File: config.mk
export PLATFORM = sky130hd
export DESIGN_NAME = pbuf_cmd_decoder
export DESIGN_NICKNAME = d
export VERILOG_FILES = /design/src/rtl/pbuf_pkg.sv /design/src/rtl/pbuf_hdr_decode.sv /design/src/rtl/pbuf_addr_step.sv /design/src/rtl/pbuf_wr_reg.sv /design/src/rtl/pbuf_cmd_decoder.sv
export SDC_FILE = /design/constraint.sdc
export NUM_CORES = 1
export LEC_CHECK = 0
export ABC_AREA = 1
export ABC_CLOCK_PERIOD_IN_PS = 2600
export BUFFER_PORTS_ARGS = -buffer_cell sky130_fd_sc_hd__buf_2
export CAP_MARGIN = 40
export CORE_ASPECT_RATIO = 1.1
export CORE_UTILIZATION = 55
export DETAILED_ROUTE_END_ITERATION = 6
export PLACE_DENSITY = 0.86
export SYNTH_ARGS = -nofsm -noshare
export SYNTH_HDL_FRONTEND = slang
export SYNTH_SLANG_ARGS = --single-unit
File: constraint.sdc
create_clock -name clk -period 2.6 [get_ports clk]
set_clock_uncertainty 0.2 [all_clocks]
set_input_delay 0 -clock clk [delete_from_list [all_inputs] [get_ports clk]]
set_output_delay 0 -clock clk [all_outputs]
set_load 0.05 [all_outputs]
File: src/rtl/pbuf_pkg.sv
// Shared types for the command stream decoder.
// Assumes a fixed 32-bit header layout: mode[31:29] count[28:16] subch[15:13] method[12:0].
package pbuf_pkg;
    localparam int WORD_W = 32;
    localparam int MTHD_W = 13;
    localparam int SUB_W  = 3;
    localparam int CNT_W  = 13;

    typedef enum logic [2:0] {
        MODE_INC_A  = 3'd0,
        MODE_INC_B  = 3'd1,
        MODE_FIX_A  = 3'd2,
        MODE_FIX_B  = 3'd3,
        MODE_IMM    = 3'd4,
        MODE_ONCE   = 3'd5,
        MODE_RSV_A  = 3'd6,
        MODE_RSV_B  = 3'd7
    } step_mode_e;

    typedef enum logic [1:0] {
        ERR_NONE       = 2'd0,
        ERR_BAD_MODE   = 2'd1,
        ERR_EMPTY_ONCE = 2'd2,
        ERR_TRUNC      = 2'd3
    } err_code_e;

    typedef struct packed {
        step_mode_e          mode;
        logic [CNT_W-1:0]    cnt;
        logic [SUB_W-1:0]    sub;
        logic [MTHD_W-1:0]   mthd;
    } hdr_t;

    typedef enum logic {ST_HDR = 1'b0, ST_ARG = 1'b1} dec_state_e;
endpackage

File: src/rtl/pbuf_hdr_decode.sv
// Header field splitter and classifier.
// Purely combinational; assumes its input is a header word, and the caller decides when it is one.
module pbuf_hdr_decode
    import pbuf_pkg::*;
(
    input  logic [WORD_W-1:0] word,
    output step_mode_e        mode,
    output logic [CNT_W-1:0]  cnt,
    output logic [SUB_W-1:0]  sub,
    output logic [MTHD_W-1:0] mthd,
    output logic              is_bad,
    output logic              is_imm,
    output logic              is_empty
);
    hdr_t h;

    // Split the word into its header fields.
    always_comb begin
        h    = hdr_t'(word);
        mode = h.mode;
        cnt  = h.cnt;
        sub  = h.sub;
        mthd = h.mthd;
    end

    // Classify the mode and the count.
    always_comb begin
        is_bad   = (h.mode == MODE_RSV_A) || (h.mode == MODE_RSV_B);
        is_imm   = (h.mode == MODE_IMM);
        is_empty = (h.cnt == '0);
    end
endmodule

File: src/rtl/pbuf_addr_step.sv
// Method address generator for argument words.
// Combinational; idx is the zero-based argument index, and sums wrap at the method width.
module pbuf_addr_step
    import pbuf_pkg::*;
(
    input  logic [MTHD_W-1:0] base,
    input  step_mode_e        mode,
    input  logic [CNT_W-1:0]  idx,
    output logic [MTHD_W-1:0] mthd
);
    localparam int IDX_PAD = (MTHD_W > CNT_W) ? MTHD_W - CNT_W : 0;

    logic [MTHD_W-1:0] idx_m;

    // Resize the argument index to the method width.
    always_comb begin
        idx_m = MTHD_W'({{IDX_PAD{1'b0}}, idx});
    end

    // Choose the stepping rule for the mode.
    always_comb begin
        unique case (mode)
            MODE_INC_A, MODE_INC_B: mthd = base + idx_m;
            MODE_ONCE:              mthd = (idx == '0) ? base : base + MTHD_W'(1);
            default:                mthd = base;
        endcase
    end
endmodule

File: src/rtl/pbuf_wr_reg.sv
// Output register for register-write transactions, valid/ready.
// Assumes load is raised only when the register is empty or is being drained this cycle.
module pbuf_wr_reg
    import pbuf_pkg::*;
(
    input  logic              clk,
    input  logic              rst_n,
    input  logic              load,
    input  logic [MTHD_W-1:0] ld_mthd,
    input  logic [SUB_W-1:0]  ld_sub,
    input  logic [WORD_W-1:0] ld_val,
    input  logic              ready,
    output logic              valid,
    output logic [MTHD_W-1:0] mthd,
    output logic [SUB_W-1:0]  sub,
    output logic [WORD_W-1:0] val,
    output logic              stall
);
    // Signal that a pending write is being held back.
    always_comb begin
        stall = valid && !ready;
    end

    // Hold, load or drain the pending write.
    always_ff @(posedge clk) begin
        if (!rst_n) begin
            valid <= 1'b0;
            mthd  <= '0;
            sub   <= '0;
            val   <= '0;
        end else if (load) begin
            valid <= 1'b1;
            mthd  <= ld_mthd;
            sub   <= ld_sub;
            val   <= ld_val;
        end else if (ready) begin
            valid <= 1'b0;
        end
    end

    assert_payload_hold_R9: assert property (@(posedge clk) disable iff (!rst_n)
        (valid && !ready) |=> (valid && $stable(mthd) && $stable(sub) && $stable(val)));

    assert_no_load_on_stall_R9: assert property (@(posedge clk) disable iff (!rst_n)
        stall |-> !load);
endmodule

File: src/rtl/pbuf_cmd_decoder.sv
// Command stream decoder top: counts list words, walks header/argument states,
// issues register writes and pulses error codes.
// Assumes the fetch side presents words in list order and drives list_go only between lists.
module pbuf_cmd_decoder
    import pbuf_pkg::*;
#(
    parameter int LEN_W = 16
) (
    input  logic              clk,
    input  logic              rst_n,
    input  logic              list_go,
    input  logic [LEN_W-1:0]  list_len,
    output logic              list_active,
    input  logic              in_valid,
    input  logic [31:0]       in_word,
    output logic              in_ready,
    output logic              wr_valid,
    input  logic              wr_ready,
    output logic [12:0]       wr_method,
    output logic [2:0]        wr_subch,
    output logic [31:0]       wr_value,
    output logic              err_valid,
    output logic [1:0]        err_code
);
    localparam int IMM_PAD = WORD_W - CNT_W;

    logic [LEN_W-1:0]  remain_q;
    dec_state_e        state_q, state_d;
    step_mode_e        cur_mode_q;
    logic [MTHD_W-1:0] cur_mthd_q;
    logic [SUB_W-1:0]  cur_sub_q;
    logic [CNT_W-1:0]  args_left_q;
    logic [CNT_W-1:0]  arg_idx_q;

    step_mode_e        d_mode;
    logic [CNT_W-1:0]  d_cnt;
    logic [SUB_W-1:0]  d_sub;
    logic [MTHD_W-1:0] d_mthd;
    logic              d_bad, d_imm, d_empty;

    logic [MTHD_W-1:0] step_mthd;
    logic              out_stall;
    logic              acc, last_word, start_list;
    logic              wr_load;
    logic [MTHD_W-1:0] ld_mthd;
    logic [SUB_W-1:0]  ld_sub;
    logic [WORD_W-1:0] ld_val;
    logic              err_fire;
    err_code_e         err_sel;
    logic              hdr_take;

    pbuf_hdr_decode u_hdr (
        .word     (in_word),
        .mode     (d_mode),
        .cnt      (d_cnt),
        .sub      (d_sub),
        .mthd     (d_mthd),
        .is_bad   (d_bad),
        .is_imm   (d_imm),
        .is_empty (d_empty)
    );

    pbuf_addr_step u_step (
        .base (cur_mthd_q),
        .mode (cur_mode_q),
        .idx  (arg_idx_q),
        .mthd (step_mthd)
    );

    pbuf_wr_reg u_out (
        .clk     (clk),
        .rst_n   (rst_n),
        .load    (wr_load),
        .ld_mthd (ld_mthd),
        .ld_sub  (ld_sub),
        .ld_val  (ld_val),
        .ready   (wr_ready),
        .valid   (wr_valid),
        .mthd    (wr_method),
        .sub     (wr_subch),
        .val     (wr_value),
        .stall   (out_stall)
    );

    // Handshake and list bookkeeping terms.
    always_comb begin
        list_active = (remain_q != '0);
        in_ready    = list_active && !out_stall;
        acc         = in_valid && in_ready;
        last_word   = (remain_q == LEN_W'(1));
        start_list  = list_go && !list_active;
    end

    // Decide the write, the error and the next state for an accepted word.
    always_comb begin
        wr_load  = 1'b0;
        ld_mthd  = step_mthd;
        ld_sub   = cur_sub_q;
        ld_val   = in_word;
        err_fire = 1'b0;
        err_sel  = ERR_NONE;
        state_d  = state_q;
        hdr_take = 1'b0;
        if (acc) begin
            if (state_q == ST_HDR) begin
                if (d_bad) begin
                    err_fire = 1'b1;
                    err_sel  = ERR_BAD_MODE;
                end else if (d_imm) begin
                    wr_load = 1'b1;
                    ld_mthd = d_mthd;
                    ld_sub  = d_sub;
                    ld_val  = {{IMM_PAD{1'b0}}, d_cnt};
                end else if (d_empty) begin
                    if (d_mode == MODE_ONCE) begin
                        err_fire = 1'b1;
                        err_sel  = ERR_EMPTY_ONCE;
                    end
                end else if (last_word) begin
                    err_fire = 1'b1;
                    err_sel  = ERR_TRUNC;
                end else begin
                    hdr_take = 1'b1;
                    state_d  = ST_ARG;
                end
            end else begin
                wr_load = 1'b1;
                if (args_left_q == CNT_W'(1)) begin
                    state_d = ST_HDR;
                end else if (last_word) begin
                    err_fire = 1'b1;
                    err_sel  = ERR_TRUNC;
                    state_d  = ST_HDR;
                end
            end
        end
    end

    // Remaining-word counter for the current list.
    always_ff @(posedge clk) begin
        if (!rst_n) begin
            remain_q <= '0;
        end else if (start_list) begin
            remain_q <= list_len;
        end else if (acc) begin
            remain_q <= remain_q - LEN_W'(1);
        end
    end

    // Decoder state and captured header context.
    always_ff @(posedge clk) begin
        if (!rst_n) begin
            state_q     <= ST_HDR;
            cur_mode_q  <= MODE_INC_A;
            cur_mthd_q  <= '0;
            cur_sub_q   <= '0;
            args_left_q <= '0;
            arg_idx_q   <= '0;
        end else if (start_list) begin
            state_q <= ST_HDR;
        end else begin
            state_q <= state_d;
            if (hdr_take) begin
                cur_mode_q  <= d_mode;
                cur_mthd_q  <= d_mthd;
                cur_sub_q   <= d_sub;
                args_left_q <= d_cnt;
                arg_idx_q   <= '0;
            end else if (acc && state_q == ST_ARG) begin
                args_left_q <= args_left_q - CNT_W'(1);
                arg_idx_q   <= arg_idx_q + CNT_W'(1);
            end
        end
    end

    // One-cycle error pulse register.
    always_ff @(posedge clk) begin
        if (!rst_n) begin
            err_valid <= 1'b0;
            err_code  <= ERR_NONE;
        end else begin
            err_valid <= err_fire;
            err_code  <= err_sel;
        end
    end

    assert_err_from_word_R6: assert property (@(posedge clk) disable iff (!rst_n)
        err_valid |-> $past(in_valid && in_ready));

    assert_hdr_err_no_write_R6: assert property (@(posedge clk) disable iff (!rst_n)
        (err_valid && (err_code == ERR_BAD_MODE || err_code == ERR_EMPTY_ONCE))
            |-> (wr_valid == $past(wr_valid && !wr_ready)));

    assert_list_end_on_word_R8: assert property (@(posedge clk) disable iff (!rst_n)
        $fell(list_active) |-> $past(in_valid && in_ready));

    assert_write_from_word_R1: assert property (@(posedge clk) disable iff (!rst_n)
        $rose(wr_valid) |-> $past(in_valid && in_ready));

    assert_once_step_R4: assert property (@(posedge clk) disable iff (!rst_n)
        (acc && state_q == ST_ARG && cur_mode_q == MODE_ONCE && arg_idx_q != '0)
            |-> (step_mthd == cur_mthd_q + MTHD_W'(1)));

    assert_trunc_to_hdr_R10: assert property (@(posedge clk) disable iff (!rst_n)
        (err_valid && err_code == ERR_TRUNC) |-> (state_q == ST_HDR && !list_active));
endmodule

-- Yosys cells after proc, flatten, opt, wreduce, memory -nomap -nowiden
Index checks and enable logic that the tools add are counted.
- register bits after elaboration: 114
- bits of input ports: 53
- output and inout port bits: 54
- word-level logic and storage cells: 97
- add/subtract/negate cells: 5
- equality and inequality tests: 8
- muxes and demuxes: 48
- bitwise logic cells: 2
- reductions and logical operators: 21
- operators with widths (operator ; count):
    $mux W32 ; 4
    $mux W13 ; 9
    $mux W16 ; 2
    $add A13 B1 Y13 const B ; 2
    $logic_not A13 Y1 ; 2
    $pmux W13 S2 ; 1
    $mux W1 ; 21
    $eq A16 B1 Y1 const B ; 1
    $reduce_bool A16 Y1 ; 1
    $sub A16 B1 Y16 const B ; 1
    $eq A3 B3 Y1 const B ; 5
    $mux W2 ; 7
    $add A13 B13 Y13 ; 1
    $eq A13 B1 Y1 const B ; 1
    $sub A13 B1 Y13 const B ; 1
    $mux W3 ; 4
    $reduce_and A2 Y1 ; 3
    $reduce_bool A2 Y1 ; 3
    $logic_and A1 B1 Y1 ; 5
    $reduce_or A2 Y1 ; 2
    $eq A3 B1 Y1 const B ; 1
    $logic_not A1 Y1 ; 3
    $logic_not A3 Y1 ; 1
    $not A1 Y1 ; 2
    $logic_or A1 B1 Y1 ; 1

-- Depth between registers and ports, before layout
Gate-level depths: netlist of the first run.
- word-level depth: 9
- gate-level depth with buffers: 14

-- Modules after synthesis
Synthesis of the first run repeated with hierarchy kept, for this count alone.
- cells, all modules: 1246
- area total of the unflattened synthesis: 7559.8 sq um
- modules (own cells, without submodules) (module ; instances ; cells an instance ; area each (sq um)):
    pbuf_cmd_decoder ; 1 ; 720 ; 4242.8
    pbuf_wr_reg ; 1 ; 214 ; 1695.4
    pbuf_addr_step ; 1 ; 260 ; 1298.7
    pbuf_hdr_decode ; 1 ; 52 ; 322.8

-- Worst setup path after synthesis of the first run
No wires, ideal clock.
- path type: flip-flop to flip-flop
- start point: reg cur_mthd_q[0]
- end point: reg u_out.mthd[4]
- data arrival time: 1.730 ns
- slack: 0.538 ns
- stages on the path, launching flop included: 14
- buffers on the path: 0
- period minus slack after synthesis: 2.062 ns
- path through: dfxtp_1 ha_1 inv_1 fa_1 inv_1 nand3_1 nand3_1 a21oi_1 o21ai_0 nand2_1 nor2_1 nand2_1 nand2_1 a21oi_1
- longest elaborated chain between the ends: 7
- ends and longest elaborated chain (item ; line ; source):
    from (decl) ; pbuf_cmd_decoder.sv:30 ; logic [MTHD_W-1:0] cur_mthd_q;
    from (signal assigned) ; pbuf_cmd_decoder.sv:165 ; cur_mthd_q <= d_mthd;
    $add A13 B1 Y13 ; pbuf_addr_step.sv:24 ; MODE_ONCE: mthd = (idx == '0) ? base : base + MTHD_W'(1);
    $mux W13 ; pbuf_addr_step.sv:24 ;
    $pmux W13 S2 * ; pbuf_addr_step.sv:22 ; unique case (mode)
    $mux W13 ; pbuf_cmd_decoder.sv:109 ; end else if (d_imm) begin
    $mux W13 ; pbuf_cmd_decoder.sv:106 ; if (d_bad) begin
    $mux W13 ; pbuf_cmd_decoder.sv:105 ; if (state_q == ST_HDR) begin
    $mux W13 * ; pbuf_cmd_decoder.sv:104 ; if (acc) begin
    to (signal assigned) ; pbuf_wr_reg.sv:33 ; mthd <= ld_mthd;
    to (decl) ; pbuf_wr_reg.sv:14 ; output logic [MTHD_W-1:0] mthd,
Every way passes the cells marked *; elsewhere a longest branch is shown, timed or not.
A chain may end at the register's enable or synchronous reset.

-- Worst setup path after layout of the first run
- start point: reg remain_q[0]
- end point: reg u_out.val[8]
- longest elaborated chain between the ends: 4
- ends and longest elaborated chain (item ; line ; source):
    from (decl) ; pbuf_cmd_decoder.sv:27 ; logic [LEN_W-1:0] remain_q;
    from (signal assigned) ; pbuf_cmd_decoder.sv:144 ; remain_q <= list_len;
    from (signal assigned) ; pbuf_cmd_decoder.sv:146 ; remain_q <= remain_q - LEN_W'(1);
    $reduce_bool A16 Y1 * ; pbuf_cmd_decoder.sv:87 ; list_active = (remain_q != '0);
    $logic_and A1 B1 Y1 * ; pbuf_cmd_decoder.sv:88 ; in_ready = list_active && !out_stall;
    $logic_and A1 B1 Y1 * ; pbuf_cmd_decoder.sv:89 ; acc = in_valid && in_ready;
    $mux W32 or $mux W1 (tied branches) ; pbuf_cmd_decoder.sv:104 ;
    to (signal assigned) ; pbuf_wr_reg.sv:35 ; val <= ld_val;
    to (decl) ; pbuf_wr_reg.sv:16 ; output logic [WORD_W-1:0] val,
Marks and branches as above.

==> impl_metrics.yaml, run 1 <==
layout:
  syn_to_final_growth_pct: 28.3
  final_cell_mix: "nand2_1 (318), inv_1 (120), dfxtp_1 (112), nor2_1 (106), buf_2 (106)"
  final_common_cell: "nand2_1"
  num_antenna_cells: 0
  nets: 1349
  drive_gt1_share_pct: 16.8
  seq_area_sq_um: 2280
  multi_input_area_sq_um: 4120
  fin_area_sq_um: 9060
  final_util_pct: 72.0
  nFillCells: 954
floorplan:
  start_util_pct: 56.1
  fp.dieArea_sq_um: 13300
  row_count: 43
  core_area_sq_um: 12600
  die_x_um: 110
  chipHeight_um: 121
  pin_count: 107
logic_synthesis:
  yosys.area_share.adder_pct: 3.65
  synth_top_family_by_area: "simple AND/OR/NAND/NOR gates"
  synth_edf_count: 0
  synth_xor_area_share_pct: 2.60
  synth_ff_type: "dfxtp_1"
  yosys_warnings: 0
  synth_cells: 1101
  async_flop_share_pct: 0
  syn_nets: 1174
  synthMuxAreaShare_pct: 0
  yosys.area_share.simple_pct: 33.4
  synth_compound_area_share_pct: 18.0
  syn_avg_cell_area_sq_um: 6.41
  synth-seq-cells: 114
  synth_cell_types: 45
  syn_area_sq_um: 7060
  seq_area_frac_synth_pct: 32.3
pwr:
  pwr-share-comb_pct: 49.7
  powerDensity_nw_per_um2: 1110
  peakVddDrop_mv: 0.743
  switchingPower_w: 0.00471
  p_seq_share_pct: 26.2
  p_leak_nw: 4.35
  p_int_w: 0.00535
  p_sw_share_pct: 46.8
  p_clk_share_pct: 24.1
route:
  routedWlPerCell_um: 17.3
  drt_iter0_markers: 705
  drc_errors: 0
  routed_wirelength_mm: 25.0
  first_pass_iters: 6
  drt.antenna.violating_nets: 0
  vias_per_cell: 5.83
  vias: 8423
clock_tree:
  cts_buffers: 17
  cts-root-buf: "clkbuf_16"
  cts_tree: "built"
  clock_latency_ns: 0.43
  clkTransAtPathRegs_ns: 0.06
  cts_max_level: 4
  clockBufferDepth: 2
  clock_sinks: 114
grt:
  grt-ovfl-total: 0
  met2_usage_pct: 60.0
  grt_util_met3_pct: 8.30
  grt-busiest-layer: "met2"
  track_usage_pct: 38.1
  grt_pass1_wl_mm: 38.6
  grtUsageMet1_pct: 45.9
  grt_max_degree: 60
  grt_pass1_vias: 7790
  antenna_found_initial: 0
placement:
  portBuffers: 106
  gp_congestion: 0.972
  dp.final_hpwl_mm: 15.9
  placed_area_sq_um: 7780
  pre_cts_slack_ns: 0.155
timing:
  fin_crit_sh_pct: 99.4
  rsz0062_at_grt: "yes"
  layout_setup_ws_ns: 0.0146
  hold_viol: 0
  maxSlewViolCount: 0
  fmax_mhz: 387
  min_period_ns: 2.59
  setup_viol: 0
  tightest_slew_ns: 0.794
  maxSlewHeadroom_pct: 47.0
  fin_setup_tns_ns: 0
worst_setup_path:
  cp.arrival_ns: 2.76
  r2r_cells: 12
  crit_fanout: 17
  critPathKind: "reg2reg"
  end_kind: "flop"
  start_kind: "flop"
  worstPathRequired_ns: 2.78
hold_path:
  whs_path_depth: 4
  hold_class: "in2reg"
status:
  status: "finished clean"
run:
  drv_cap: 0
==> routing by layer <==
layer  up-vias  share of wire [%]
met5         -                  0
met3       135                9.7
met2       573                 46
li1       3928                  -
met1      3787                 38
met4         0                6.3
==> final cells by class <==
cell class	count	share of cell area (%)
multi-input combinational	822	45.5
sequential	114	25.2
timing repair buffer	193	15.1
inverter	127	5.36
clock buffer	18	4.74
tap	157	2.17
clock inverter	14	1.93
timing repair inverter	1	0.0552
==> timing repair <==
item,in CTS,in global routing
hold endpoints to repair,101,0
endpoints found under the setup margin,0,26
hold buffers,58,0
setup buffers,0,4
gates resized for setup,0,15
==> final timing paths <==
kind | endpoint | from | slack (ns)
worst max-delay path | u_out.val[8] | remain_q[0] | 0.01
worst min-delay path | cur_mthd_q[12] | in_word[12] | 0.23
worst min register to register | cur_sub_q[2] | cur_sub_q[2] | 0.26
worst max register to register | u_out.val[8] | remain_q[0] | 0.01
==> Yosys cell counts (all sizes together), types with 14 or more instances <==
library cell / count / area (sq um)
clkbuf: 15 / 56.3
nand4: 15 / 109
xor2: 16 / 140
o21ai: 105 / 567
a21oi: 88 / 440
inv: 126 / 475
buf: 24 / 176
nand2: 324 / 1230
dfxtp: 114 / 2280
nand3: 72 / 390
nor3: 14 / 70.1
ha: 19 / 238
a21o: 16 / 120
nor2: 116 / 485
==> registers in the layout, summed over array words and instances (netlist names) <==
signal	count
u_out.val	32
remain_q	16
arg_idx_q	13
args_left_q	13
cur_mthd_q	13
u_out.mthd	13
cur_mode_q	3
cur_sub_q	3
u_out.sub	3
err_code	2
err_valid	1
state_q	1
u_out.valid	1
==> critical path: stages (launching register included) <==
cell     delay (ns)
dfxtp_1        0.36
inv_1          0.09
ha_2           0.22
nand2_2        0.14
nor2_4         0.07
nand2_4        0.08
nand3_4        0.17
inv_4          0.23
nand3_2        0.42
nand2_1        0.23
o21ai_2        0.08
a21o_1         0.17
inv_1          0.06
==> cells by family after synthesis <==
kind of cell    count (synthesis)
fa+ha+maj                      20
buf+inv                       166
flops                         114
compound gates                229
simple gates                  551
xor+xnor                       21
==> power groups by stage <==
stage / Combinational (W) / Clock [W] / Sequential [W]
2_1_floorplan: 0.00299 / 0 / 0.00305
3_3_place_gp: 0.00447 / 0 / 0.00263
3_5_place_dp: 0.00454 / 0 / 0.00263
4_1_cts: 0.00469 / 0.00241 / 0.00260
5_1_grt: 0.00548 / 0.00250 / 0.00268
6_report: 0.00500 / 0.00242 / 0.00264
==> per-stage QoR <==
step	total power, W	hold slack, ns	std cells
global route	0.0107	0.247	1446
detailed placement	0.00717	0.0788	1350
CTS	0.00970	0.192	1440
floorplan	0.00604	-0.0651	1101
finish	0.0101	0.229	1446
global placement	0.00710	0.0702	1350
Note: power is estimated with default switching activity, not from simulation.
==> inputs of run 2 (changes only) <==
BUFFER_PORTS_ARGS = default   (was -buffer_cell sky130_fd_sc_hd__buf_2)
DONT_BUFFER_PORTS = 1   (was default)
PLACE_DENSITY = 0.79   (was 0.86)
==> impl_metrics.yaml, run 2 (synthesized netlist as in run 1, its figures left out) <==
status:
  status: "finished with violations"
  violations: "DRC, setup timing"
pwr:
  switchingPower_w: 0.00474
  p_clk_share_pct: 23.2
  pwr-share-comb_pct: 44.6
  powerDensity_nw_per_um2: 1150
  p_seq_share_pct: 32.2
  total_power_w: 0.00988
  p_int_w: 0.00514
  peakVddDrop_mv: 0.708
  p_sw_share_pct: 48.0
  p_leak_nw: 3.87
hold_path:
  holdCritStartpoint: "list_len[5]"
  hold_class: "in2reg"
  worstHoldEndpoint: "remain_q[5]"
  whs_path_depth: 3
route:
  routedWlPerCell_um: 17.5
  vias_per_cell: 5.88
  routed_wirelength_mm: 23.5
  first_pass_iters: 7
  vias: 7888
  drt.antenna.violating_nets: 0
  drc_errors: 2
  drt_iter0_markers: 802
floorplan:
  die_x_um: 110
  fp.dieArea_sq_um: 13300
  pin_count: 107
  chipHeight_um: 121
  start_util_pct: 56.1
  row_count: 43
  core_area_sq_um: 12600
layout:
  largest-register: "u_out.val"
  final_util_pct: 68.0
  layoutNonFillerInstCount: 1341
  nets: 1244
  drive_gt1_share_pct: 8.95
  syn_to_final_growth_pct: 21.3
  final_cell_mix: "nand2_1 (318), inv_1 (121), dfxtp_1 (113), nor2_1 (103), a21oi_1 (88)"
  top_regs: "u_out.val (32), remain_q (16)"
  largest_register_ffs: 32
  num_antenna_cells: 0
  final_common_cell: "nand2_1"
timing:
  setup_viol: 1
  maxSlewHeadroom_pct: 52.9
  fin_crit_sh_pct: 101
  tightest_slew_ns: 0.705
  fmax_mhz: 380
  maxSlewViolCount: 0
  timing.hold.ws_ns: 0.116
  min_period_ns: 2.63
  hold_viol: 0
  layout_setup_ws_ns: -0.0281
worst_setup_path:
  r2r-end: "remain_q[10]"
  critPathKind: "reg2reg"
  ff2ff_setup_slack_ns: -0.03
  crit_fanout: 6
  start_kind: "flop"
  r2r_cells: 8
  worstPathRequired_ns: 2.70
  r2r-start: "remain_q[0]"
  end_kind: "flop"
  cp.arrival_ns: 2.72
placement:
  numPlacedInstances: 1237
  pre_cts_slack_ns: 0.186
  dp.final_hpwl_mm: 14.9
  gp_congestion: 0.945
  portBuffers: 0
run:
  drv_cap: 0
clock_tree:
  cts_tree: "built"
  clockBufferDepth: 2
  cts_buffers: 17
  clkTransAtPathRegs_ns: 0.06
  cts-root-buf: "clkbuf_16"
  clock_sinks: 114
  cts_max_level: 4
  clock_latency_ns: 0.43
grt:
  antenna_found_initial: 0
  grt_pass1_wl_mm: 35.9
  grt_pass1_vias: 7093
  grt_max_degree: 61
  track_usage_pct: 35.5
  grt-ovfl-total: 0
-- run 2: through the flow --
stage / instance area, sq um / setup TNS, ns
floorplan: 7060 / 0
global placement: 7190 / 0
detailed placement: 7190 / 0
CTS: 8420 / 0
global route: 8570 / -0.158
finish: 8570 / -0.0281
-- run 2: layer usage --
metal  GRT usage, %  share of wire [%]  up-vias
met4           19.6                5.2        0
met2           54.4                 45      504
li1               -                  -     3723
met1           44.7                 38     3543
met5              0                  0        -
met3           9.70                 11      118
-- run 2: layout make-up --
cell class | instances | area [sq um]
Timing Repair Buffer | 89 | 893
Inverter | 127 | 482
Multi-Input combinational cell | 822 | 4130
Tap cell | 157 | 196
Clock inverter | 13 | 125
Clock buffer | 19 | 453
Sequential cell | 114 | 2280
Fill cell | 1029 | 4020
-- run 2: what timing repair did --
| action | 4_1_cts | 5_1_grt |
|---|---|---|
| hold buffers | 64 | 0 |
| endpoints found under the setup margin | 0 | 25 |
| buffers inserted | 0 | 6 |
| gates resized for setup | 0 | 18 |
| hold endpoints to repair | 112 | 0 |
-- run 2: power by group through the flow --
| stage | Sequential, W | Combinational, W | Clock [W] |
|---|---|---|---|
| 3_3_place_gp | 0.00316 | 0.00368 | 0 |
| 6_report | 0.00318 | 0.00440 | 0.00230 |
| 3_5_place_dp | 0.00316 | 0.00376 | 0 |
| 2_1_floorplan | 0.00305 | 0.00299 | 0 |
| 5_1_grt | 0.00322 | 0.00482 | 0.00237 |
| 4_1_cts | 0.00313 | 0.00395 | 0.00229 |
-- run 2: worst max-delay path by stage --
| stage | startpoint | to | slack (ns) |
|---|---|---|---|
| global route | remain_q[0] | remain_q[12] | -0.06 |
| global placement | cur_mthd_q[0] | u_out.mthd[4] | 0.20 |
| finish | remain_q[0] | remain_q[10] | -0.03 |
| floorplan | cur_mthd_q[0] | u_out.mthd[4] | 0.54 |
| detailed placement | remain_q[0] | u_out.val[11] | 0.19 |
| CTS | remain_q[9] | cur_mthd_q[8] | 0.03 |
-- run 2: critical path: stages (launching register included) --
cell and delay (ns):
dfxtp_1 0.32, inv_1 0.10, ha_2 0.23, nand2_2 0.11, nor3_2 0.33, nand3_2 0.23, o21ai_0 0.33, dlygate4sd3_1 0.60
a311oi_1 0.05
==> inputs of run 3 (changes only) <==
BUFFER_PORTS_ARGS = -buffer_cell sky130_fd_sc_hd__buf_2   (was default)
DONT_BUFFER_PORTS = default   (was 1)
GPL_TIMING_DRIVEN = 0   (was default)
MAX_ROUTING_LAYER = met4   (was default)
PLACE_DENSITY = 0.86   (was 0.79)
==> impl_metrics.yaml, run 3 (synthesized netlist as in run 1, its figures left out) <==
status:
  status: "finished clean"
grt:
  track_usage_pct: 40.1
  grt-ovfl-total: 0
  grt_pass1_wl_mm: 39.1
  grt_pass1_vias: 7872
  grt_max_degree: 17
  antenna_found_initial: 1
clock_tree:
  clockBufferDepth: 2
  cts_max_level: 4
  clock_latency_ns: 0.44
  cts_tree: "built"
  clock_sinks: 114
  clkTransAtPathRegs_ns: 0.06
  cts-root-buf: "clkbuf_16"
  cts_buffers: 17
hold_path:
  holdCritStartpoint: "list_len[8]"
  whs_path_depth: 4
  worstHoldEndpoint: "remain_q[8]"
  hold_class: "in2reg"
timing:
  fin_setup_tns_ns: 0
  tightest_slew_ns: 0.700
  fmax_mhz: 400
  min_period_ns: 2.50
  fin_crit_sh_pct: 96.1
  hold_viol: 0
  setup_viol: 0
  maxSlewViolCount: 0
  maxSlewHeadroom_pct: 53.4
  rsz0062_at_grt: "no"
placement:
  dp.final_hpwl_mm: 16.7
  placed_area_sq_um: 7790
  portBuffers: 106
  gp_congestion: 0.975
worst_setup_path:
  ff2ff_setup_slack_ns: 0.10
  critPathKind: "reg2reg"
  worstPathRequired_ns: 2.70
  cp.arrival_ns: 2.60
  end_kind: "flop"
  crit_fanout: 6
  r2r-end: "remain_q[10]"
  start_kind: "flop"
  r2r_cells: 7
  r2r-start: "remain_q[10]"
route:
  vias: 8526
  drt_iter0_markers: 923
  vias_per_cell: 5.87
  routed_wirelength_mm: 25.3
  first_pass_iters: 6
  drc_errors: 0
  drt.antenna.violating_nets: 0
  routedWlPerCell_um: 17.4
layout:
  top_regs: "u_out.val (32), remain_q (16)"
  nets: 1355
  final_common_cell: "nand2_1"
  largest-register: "u_out.val"
  largest_register_ffs: 32
  nFillCells: 1017
  final_cell_mix: "nand2_1 (320), inv_1 (120), buf_2 (117), dfxtp_1 (112), nor2_1 (108)"
  fin_area_sq_um: 8970
  drive_gt1_share_pct: 15.6
  final_util_pct: 71.2
  syn_to_final_growth_pct: 27.0
floorplan:
  fp.dieArea_sq_um: 13300
  row_count: 43
  pin_count: 107
  die_x_um: 110
  chipHeight_um: 121
  start_util_pct: 56.1
  core_area_sq_um: 12600
run:
  drv_cap: 0
pwr:
  p_leak_nw: 4.30
  powerDensity_nw_per_um2: 1110
  peakVddDrop_mv: 0.651
[run 3: area by class of cell]
class	instances	area, sq um	area share [%]
diodes	1	2.50	0.0279
repair buffers	162	1090	12.1
plain buffers	39	233	2.59
inverters	127	479	5.34
flip-flops and latches	114	2280	25.5
well taps	157	196	2.19
multi-input cells	821	4100	45.7
clock inverters	15	159	1.77
clock buffers	17	425	4.74
[run 3: timing repair]
action / CTS / global route
endpoints found under the setup margin: 0 / 17
gates resized for setup: 0 / 9
endpoints found under the hold margin: 105 / 0
hold buffers: 55 / 0
setup buffers: 0 / 1
[run 3: worst max path at each step]
stage	from	end	slack, ns	cells after the start
after floorplan	cur_mthd_q[0]	u_out.mthd[4]	0.54	13
after global placement	cur_mthd_q[0]	u_out.mthd[4]	0.16	13
after detailed placement	cur_mthd_q[0]	u_out.mthd[4]	0.11	13
after CTS	remain_q[0]	remain_q[12]	0.06	11
after global routing	remain_q[1]	remain_q[12]	0.03	11
final	remain_q[10]	remain_q[10]	0.10	7
[run 3: layer usage]
metal | GRT usage (%) | routed length, um | part of all wire, % | vias up
li1 | - | - | - | 3937
met1 | 47.0 | 9400 | 37 | 3859
met2 | 61.4 | 11500 | 45 | 581
met3 | 9.33 | 2740 | 11 | 149
met4 | 25.2 | 1650 | 6.5 | 0
met5 | - | 0 | 0 | -
[run 3: critical path, stage by stage (launching register included)]
cell           delay [ns]
dfxtp_1              0.37
nor2_1               0.22
nand2_1              0.18
nor3_2               0.29
nand3_2              0.19
o21ai_0              0.25
dlygate4sd3_1        0.59
a311oi_1             0.07
[run 3: metrics by stage]
| step | instances | setup slack, ns | total power [W] | hold WS [ns] |
|---|---|---|---|---|
| final | 1453 | 0.101 | 0.00993 | 0.198 |
| after global routing | 1453 | 0.0319 | 0.0104 | 0.208 |
| after floorplan | 1101 | 0.538 | 0.00604 | -0.0651 |
| after global placement | 1364 | 0.156 | 0.00707 | 0.0718 |
| after CTS | 1451 | 0.0586 | 0.00960 | 0.183 |
| after detailed placement | 1364 | 0.111 | 0.00715 | 0.0804 |
[run 3: report_power, final]
group	internal [W]	leakage [nW]	switching, W	total (W)
logic	0.00155	3.10	0.00334	0.00489
registers	0.00221	0.932	0.000469	0.00268
clock network	0.00141	0.268	0.000955	0.00237
